[config.mk]
export PLATFORM = sky130hd
export DESIGN_NAME = hold_ctrl
export DESIGN_NICKNAME = d
export VERILOG_FILES = /design/src/rtl/hm_pkg.sv /design/src/rtl/hold_pin_sync.sv /design/src/rtl/hold_timebase.sv /design/src/rtl/hold_wu_decode.sv /design/src/rtl/hold_ctrl.sv
export SDC_FILE = /design/constraint.sdc
export NUM_CORES = 1
export LEC_CHECK = 0
export ABC_AREA = 1
export ABC_CLOCK_PERIOD_IN_PS = 1500
export CAP_MARGIN = 40
export CORE_MARGIN = 2
export CORE_UTILIZATION = 47
export CTS_BUF_LIST = sky130_fd_sc_hd__clkbuf_16
export CTS_CLUSTER_DIAMETER = 120
export CTS_CLUSTER_SIZE = 30
export DETAILED_ROUTE_END_ITERATION = 10
export GPL_ROUTABILITY_DRIVEN = 0
export PLACE_DENSITY = 0.71
export SYNTH_ARGS = -nofsm -noshare
export SYNTH_HDL_FRONTEND = slang
export SYNTH_SLANG_ARGS = --single-unit
[constraint.sdc]
create_clock -name clk -period 1.5 [get_ports clk]
set_input_delay 0.3 -clock clk [delete_from_list [all_inputs] [get_ports clk]]
set_output_delay 0.3 -clock clk [all_outputs]
set_load 0.01 [all_outputs]
[src/rtl/hm_pkg.sv]
package hm_pkg;

    typedef enum logic [1:0] {
        ST_RUN  = 2'd0,
        ST_HOLD = 2'd1,
        ST_WARM = 2'd2
    } hm_state_e;

    localparam int CMD_W       = 4;
    localparam int CMD_START   = 0;
    localparam int CMD_WSEL_LO = 1;
    localparam int CMD_STYLE   = 3;

    typedef struct packed {
        hm_state_e   state;
        logic        lvl_style;
        logic [1:0]  wsel;
    } hm_ctrl_s;

    function automatic logic [1:0] cmd_wsel(input logic [CMD_W-1:0] c);
        return c[CMD_WSEL_LO +: 2];
    endfunction

    function automatic logic cmd_is_hold(input logic [CMD_W-1:0] c);
        return c[CMD_START] && (cmd_wsel(c) != 2'b00);
    endfunction

endpackage

[src/rtl/hold_pin_sync.sv]
module hold_pin_sync #(
    parameter int STAGES = 2
) (
    input  logic clk,
    input  logic rst_n,
    input  logic pin_i,
    output logic lvl_o,
    output logic rise_o
);
    typedef struct packed {
        logic [STAGES-1:0] sync;
        logic              prev;
    } ps_s;

    ps_s ps_d, ps_q;

    assign lvl_o  = ps_q.sync[STAGES-1];
    assign rise_o = ps_q.sync[STAGES-1] & ~ps_q.prev;

    always_comb begin
        ps_d.sync = {ps_q.sync[STAGES-2:0], pin_i};
        ps_d.prev = ps_q.sync[STAGES-1];
        if (!rst_n) begin
            ps_d = '0;
        end
    end

    always_ff @(posedge clk) begin
        ps_q <= ps_d;
    end
endmodule

[src/rtl/hold_timebase.sv]
module hold_timebase #(
    parameter int PRESC_W = 4,
    parameter int CNT_W   = 18
) (
    input  logic               clk,
    input  logic               rst_n,
    input  logic               clr_i,
    input  logic               freeze_i,
    output logic [PRESC_W-1:0] presc_o,
    output logic [CNT_W-1:0]   cnt_o
);
    typedef struct packed {
        logic [PRESC_W-1:0] presc;
        logic [CNT_W-1:0]   cnt;
    } tb_s;

    tb_s tb_d, tb_q;
    logic presc_wrap;

    assign presc_wrap = &tb_q.presc;
    assign presc_o    = tb_q.presc;
    assign cnt_o      = tb_q.cnt;

    always_comb begin
        tb_d = tb_q;
        if (clr_i) begin
            tb_d = '0;
        end else if (!freeze_i) begin
            tb_d.presc = tb_q.presc + 1'b1;
            tb_d.cnt   = tb_q.cnt + CNT_W'(presc_wrap);
        end
        // reset reaches the counter only; the prescaler keeps running
        if (!rst_n) begin
            tb_d.cnt = '0;
        end
    end

    always_ff @(posedge clk) begin
        tb_q <= tb_d;
    end
endmodule

[src/rtl/hold_wu_decode.sv]
module hold_wu_decode #(
    parameter int CHAIN_W = 22,
    parameter int EXP_S1  = 16,
    parameter int EXP_S2  = 14,
    parameter int EXP_S3  = 12
) (
    input  logic [CHAIN_W-1:0] chain_i,
    input  logic [1:0]         wsel_i,
    output logic               last_o
);
    logic [2:0] hit;

    for (genvar g = 0; g < 3; g++) begin : g_sel
        localparam int EXP = (g == 0) ? EXP_S1 : (g == 1) ? EXP_S2 : EXP_S3;
        localparam logic [CHAIN_W-1:0] MASK = {CHAIN_W{1'b1}} >> (CHAIN_W - EXP);
        assign hit[g] = &(chain_i | ~MASK);
    end

    always_comb begin
        case (wsel_i)
            2'b01:   last_o = hit[0];
            2'b10:   last_o = hit[1];
            2'b11:   last_o = hit[2];
            default: last_o = 1'b0;
        endcase
    end
endmodule

[src/rtl/hold_ctrl.sv]
module hold_ctrl #(
    parameter int PRESC_W     = 4,
    parameter int CNT_W       = 18,
    parameter int SYNC_STAGES = 2,
    parameter int WU_EXP_S1   = 16,
    parameter int WU_EXP_S2   = 14,
    parameter int WU_EXP_S3   = 12
) (
    input  logic                     clk,
    input  logic                     rst_n,
    input  logic                     cmd_we,
    input  logic [hm_pkg::CMD_W-1:0] cmd_data,
    input  logic                     hold_pin,
    output logic                     osc_en,
    output logic                     cpu_run,
    output logic                     hold_stat_n,
    output logic [CNT_W-1:0]         tbase
);
    import hm_pkg::*;

    localparam int CHAIN_W = PRESC_W + CNT_W;

    hm_ctrl_s           ctrl_d, ctrl_q;
    logic               pin_lvl, pin_rise;
    logic               tb_clr, tb_freeze;
    logic [PRESC_W-1:0] presc;
    logic [CNT_W-1:0]   cnt;
    logic               wu_last;
    logic               hold_req;

    hold_pin_sync #(.STAGES(SYNC_STAGES)) u_sync (
        .clk    (clk),
        .rst_n  (rst_n),
        .pin_i  (hold_pin),
        .lvl_o  (pin_lvl),
        .rise_o (pin_rise)
    );

    hold_timebase #(.PRESC_W(PRESC_W), .CNT_W(CNT_W)) u_tb (
        .clk      (clk),
        .rst_n    (rst_n),
        .clr_i    (tb_clr),
        .freeze_i (tb_freeze),
        .presc_o  (presc),
        .cnt_o    (cnt)
    );

    hold_wu_decode #(
        .CHAIN_W (CHAIN_W),
        .EXP_S1  (WU_EXP_S1),
        .EXP_S2  (WU_EXP_S2),
        .EXP_S3  (WU_EXP_S3)
    ) u_dec (
        .chain_i ({cnt, presc}),
        .wsel_i  (ctrl_q.wsel),
        .last_o  (wu_last)
    );

    assign hold_req = cmd_we && cmd_is_hold(cmd_data);

    always_comb begin
        ctrl_d    = ctrl_q;
        tb_clr    = 1'b0;
        tb_freeze = 1'b0;
        case (ctrl_q.state)
            ST_RUN: begin
                if (hold_req) begin
                    ctrl_d.lvl_style = cmd_data[CMD_STYLE];
                    ctrl_d.wsel      = cmd_wsel(cmd_data);
                    tb_clr           = 1'b1;
                    ctrl_d.state     = (cmd_data[CMD_STYLE] && pin_lvl) ? ST_WARM : ST_HOLD;
                end
            end
            ST_HOLD: begin
                tb_freeze = 1'b1;
                if (ctrl_q.lvl_style ? pin_lvl : pin_rise) begin
                    ctrl_d.state = ST_WARM;
                end
            end
            ST_WARM: begin
                if (wu_last) begin
                    tb_clr       = 1'b1;
                    ctrl_d.state = ST_RUN;
                end
            end
            default: ctrl_d.state = ST_RUN;
        endcase
        if (!rst_n) begin
            ctrl_d    = '{state: ST_RUN, lvl_style: 1'b0, wsel: 2'b00};
            tb_clr    = 1'b0;
            tb_freeze = 1'b0;
        end
    end

    always_ff @(posedge clk) begin
        ctrl_q <= ctrl_d;
    end

    assign osc_en      = (ctrl_q.state != ST_HOLD);
    assign cpu_run     = (ctrl_q.state == ST_RUN);
    assign hold_stat_n = ~pin_lvl;
    assign tbase       = cnt;
endmodule

# After elaboration in Yosys (flattened, before gate mapping)
# Index checks and enable logic that the tools add are counted.
# totals
reg_bits	30
elab_cells	47
# classes
add_sub_neg	2
eq_ne	9
mux	13
bitwise_logic	4
n_reduce_logical	12
# ops
operator	n
adder 18 x 1 -> 18 bit	1
AND reduction 16 bit	1
AND reduction 14 bit	1
AND reduction 12 bit	1
== test 2 bit, second input constant	3
2-to-1 mux 1 bit	6
2-to-1 mux 2 bit	3
inequality test 2 x 1 -> 1 bit, second input constant	3
case mux 2 bit (3 select lines)	1
2-to-1 mux 5 bit	1
adder 4 x 1 -> 4 bit, second input constant	1
== test 2 x 1 -> 1 bit, second input constant	2
AND reduction 4 bit	1
logical AND 1 bit	3
inverter 1 bit	3
case mux 1 bit (3 select lines)	1
AND reduction 3 bit	1
zero test 2 bit	1
inequality test 2 bit, second input constant	1
case mux 1 bit (2 select lines)	1
AND reduction 2 bit	1
nonzero test 2 bit	1
OR reduction 2 bit	1
AND 1 bit	1

# Logic depth before layout (Yosys ltp)
# depth
depth_word	7
ltp_mapped	13
depth_no_buf	13

# Hierarchy
# A second synthesis with hierarchy kept.
# hier_totals
cells_unflattened	239
area_unflattened_um2	1632.8
# modules_own_cells
mod	instances	cells_each	area_each_um2
hold_timebase	1	160	1169.9
hold_ctrl	1	43	272.8
hold_wu_decode	1	25	97.6
hold_pin_sync	1	11	92.6

# Worst setup path after synthesis
# Ideal clock, no wire load.
# synth_path
kind	reg-to-reg
startpoint	reg u_tb.tb_q, in the netlist u_tb.presc_o[0]
endpoint	reg u_tb.tb_q, in the netlist u_tb.cnt_o[8]
setup_time_ns	0.116
t_arrival_ns	1.522
t_required_ns	1.384
setup_slack_ns	-0.139
path_stages_with_launch	10
period_less_slack_ns	1.639
path_cell_list	dfxtp_1 > ha_1 > inv_1 > nor2_2 > ha_1 > ha_1 > nand3b_2 > nor2_1 > xor2_1 > nor2_2
# synth_via
elab_chain_len	6
elab_cells_between_ends	10
# synth_lines
item	line	source
from (decl)	hold_timebase.sv:17	tb_s tb_d, tb_q;
from (signal assigned)	hold_timebase.sv:39	tb_q <= tb_d;
AND reduction 16 bit, or another cell as far along	hold_wu_decode.sv:16	assign hit[g] = &(chain_i | ~MASK);
case mux 1 bit (3 select lines)	hold_wu_decode.sv:20	case (wsel_i)
2-to-1 mux 1 bit	hold_ctrl.sv:81	if (wu_last) begin
case mux 1 bit (2 select lines)	hold_ctrl.sv:65	case (ctrl_q.state)
2-to-1 mux 1 bit	hold_ctrl.sv:88	if (!rst_n) begin
OR reduction 2 bit (no line)	-	
# Parallel ways exist; a longest one is shown, timed or not.
# A chain may end at the register's enable or synchronous reset.

# Worst setup path in the final report
# layout_path
startpoint	reg u_tb.tb_q, in the netlist u_tb.presc_o[0]
endpoint	reg u_tb.tb_q, in the netlist u_tb.cnt_o[6]
# Same word-level chain as after synthesis.

==> results.toml <==
[sta]
slew_violations = 0
max_freq_mhz = 628
worst_slew_pin_slew_ns = 0.328
setup_tns_ns = -0.524
min_period_over_period = 1.06
finalCriticalPeriod_ns = 1.59
maxSlewHeadroom = 0.780
finalHoldViolCount = 0
rsz0062_at_grt = "yes"
setup_viol = 14
fin_ws_ns = -0.0936
clock_skew_ns = 0.00260
hold-worst-slack_ns = 0.409

[logic_synthesis]
synthFlopType = "dfxtp_1"
synth_cell_type_count = 24
netlist_area_um2 = 1610
avgSynthCellArea_um2 = 7.47
syn_inst = 216
yosysSeqAreaShare = 0.372
syn-num-nets = 227
synth_edf_count = 0
yosys_warnings = 0
async_flop_share = 0
synth.ff_latch_count = 30

[route]
avgRoutedWirePerCell_um = 11.3
drt_first_pass_iters = 4
drt_wl_total_um = 3680
drt_iter0_markers = 42
dr_total_vias = 1518
drt_drc_violations_left = 0
antenna_left = 0
via_per_inst = 4.69

[clock_network]
cts_tree = "built"
cts.path.max_buffers = 2
clk_pin_slew_worst_paths_ns = 0.05
cts-buffers-inserted = 5
clock-sinks = 30
htreeDepth = 2
clockRootBuffer = "clkbuf_16"
clock_latency_ns = 0.27

[cells_and_area]
area_growth_pct = 52.4
finish.utilization = 0.742
final_common_cell = "nand2_1"
fin_nets = 288
multiInputGateArea_um2 = 981
mostFrequentLayoutCells = "47 x nand2_1, 32 x inv_1, 24 x buf_4, 23 x dfxtp_1, 18 x nor2_1"
drive_above_1_share = 0.335
n_antenna_cell = 0
register_area_um2 = 609
nFillCells = 256

[floorplan]
num_io_pins = 29
die_y_um = 62.6
start_util = 0.487
die_w_um = 62.6
die_area_um2 = 3920
rows = 21
core_area_um2 = 3310

[status]
outcome = "finished, violations left"
violations = "setup timing"

[critical_path]
cp.arrival_ns = 1.75
critPathLaunchType = "flop"
path_class = "reg2reg"
cp.required_ns = 1.66
cp_max_fo = 4
endpoint_kind = "flop"

[pwr]
p_total_mw = 2.34
power_density_nw_per_um2 = 953
peakVddDrop_v = 0.000624
leakagePower_nw = 1.17

[global_route]
overflow = 0
grt_usage = 0.207
grt_pass1_wl_um = 6390
grt_start_max_net_pins = 12
grt_pass1_vias = 1539
antenna_found_initial = 0

[placed_design]
place_hpwl_um = 2420
numPortBuffers = 28

[hold_path]
hold_path_class = "reg2reg"

[job]
drv_cap = 0
synth_stat cells, types with 3 or more instances:
cell type	instances	area, um2
ha_1	3	37.5
xor2_1	7	61.3
nand2_4	3	33.8
nand3_1	9	45.0
nand2_1	49	184
inv_1	35	131
xnor2_1	5	43.8
a21oi_1	6	30.0
nor2_4	4	45.0
nor2_1	24	90.1
o21ai_0	6	30.0
nor2_2	15	93.8
dfxtp_1	30	601
nand4_1	4	25.0
nor3_1	4	20.0
registers in the layout, summed over array words and instances, names as in the netlist:
signal        cells
ctrl_q            5
u_sync.ps_q       2
u_tb.cnt_o       18
u_sync.lvl_o      1
u_tb.presc_o      4
cell type report:
type / instances / share of cell area
repair buffers: 55 / 0.205
well taps: 46 / 0.0234
multi-input cells: 147 / 0.399
repair inverters: 2 / 0.00713
clock inverters: 3 / 0.00509
flip-flops and latches: 30 / 0.248
inverters: 36 / 0.0611
clock buffers: 5 / 0.0509
kinds of logic after synthesis:
| family | synth area share |
|---|---|
| adders and majority gates | 0.0233 |
| muxes | 0.0140 |
| DFF | 0.372 |
| and+or+nand+nor | 0.365 |
| buffers and inverters | 0.119 |
| AOI/OAI and AO/OA | 0.0411 |
| xor gates and xnor gates | 0.0652 |
routing by layer:
metal  share of wire  wire (um)  vias to the layer above  GRT usage
met5               0          0                        -          0
met4           0.016         59                        0     0.0972
met3           0.039        145                        7     0.0631
met2            0.47       1740                       32      0.347
met1            0.47       1730                      695      0.242
li1                -          -                      784          -
critical path, cell delays in order (launching register included):
cell and delay (ns):
dfxtp_2 0.34, ha_4 0.14, inv_2 0.04, nor2_4 0.10
ha_4 0.17, ha_4 0.14, nand3b_4 0.12, buf_4 0.17
nor2_4 0.07, xnor2_1 0.13, nor2_2 0.06
timing repair:
action,in CTS,in global routing
endpoints found under the setup margin,32,29
cloned,2,0
gates resized for setup,33,19
hold buffers,0,0
hold endpoints to repair,0,0
buffers inserted,3,3
pin swaps,17,20
power by group:
group          total, mW  leakage [nW]  switching (mW)  internal (mW)
Clock              0.920        0.0724           0.324          0.597
Sequential         0.932         0.247          0.0518          0.880
Combinational      0.488         0.856           0.217          0.272
Total               2.34          1.17           0.592           1.75
per-stage QoR:
stage          std cells  setup WS [ns]  instance area (um2)
2_1_floorplan        216        -0.0175                 1660
3_3_place_gp         309         -0.162                 2120
3_5_place_dp         309         -0.171                 2120
4_1_cts              321         -0.107                 2370
5_1_grt              324         -0.167                 2460
6_report             324        -0.0936                 2460
path summary, 6_finish.rpt:
kind	start	endpoint	slack, ns	cells past startpoint
max	u_tb.presc_o[0]	u_tb.cnt_o[6]	-0.09	10
min	u_sync.ps_q[1]	u_sync.lvl_o	0.41	2
max reg2reg	u_tb.presc_o[0]	u_tb.cnt_o[6]	-0.09	10
min reg2reg	u_sync.ps_q[1]	u_sync.lvl_o	0.41	2
Power figures use the tool's default switching activity.
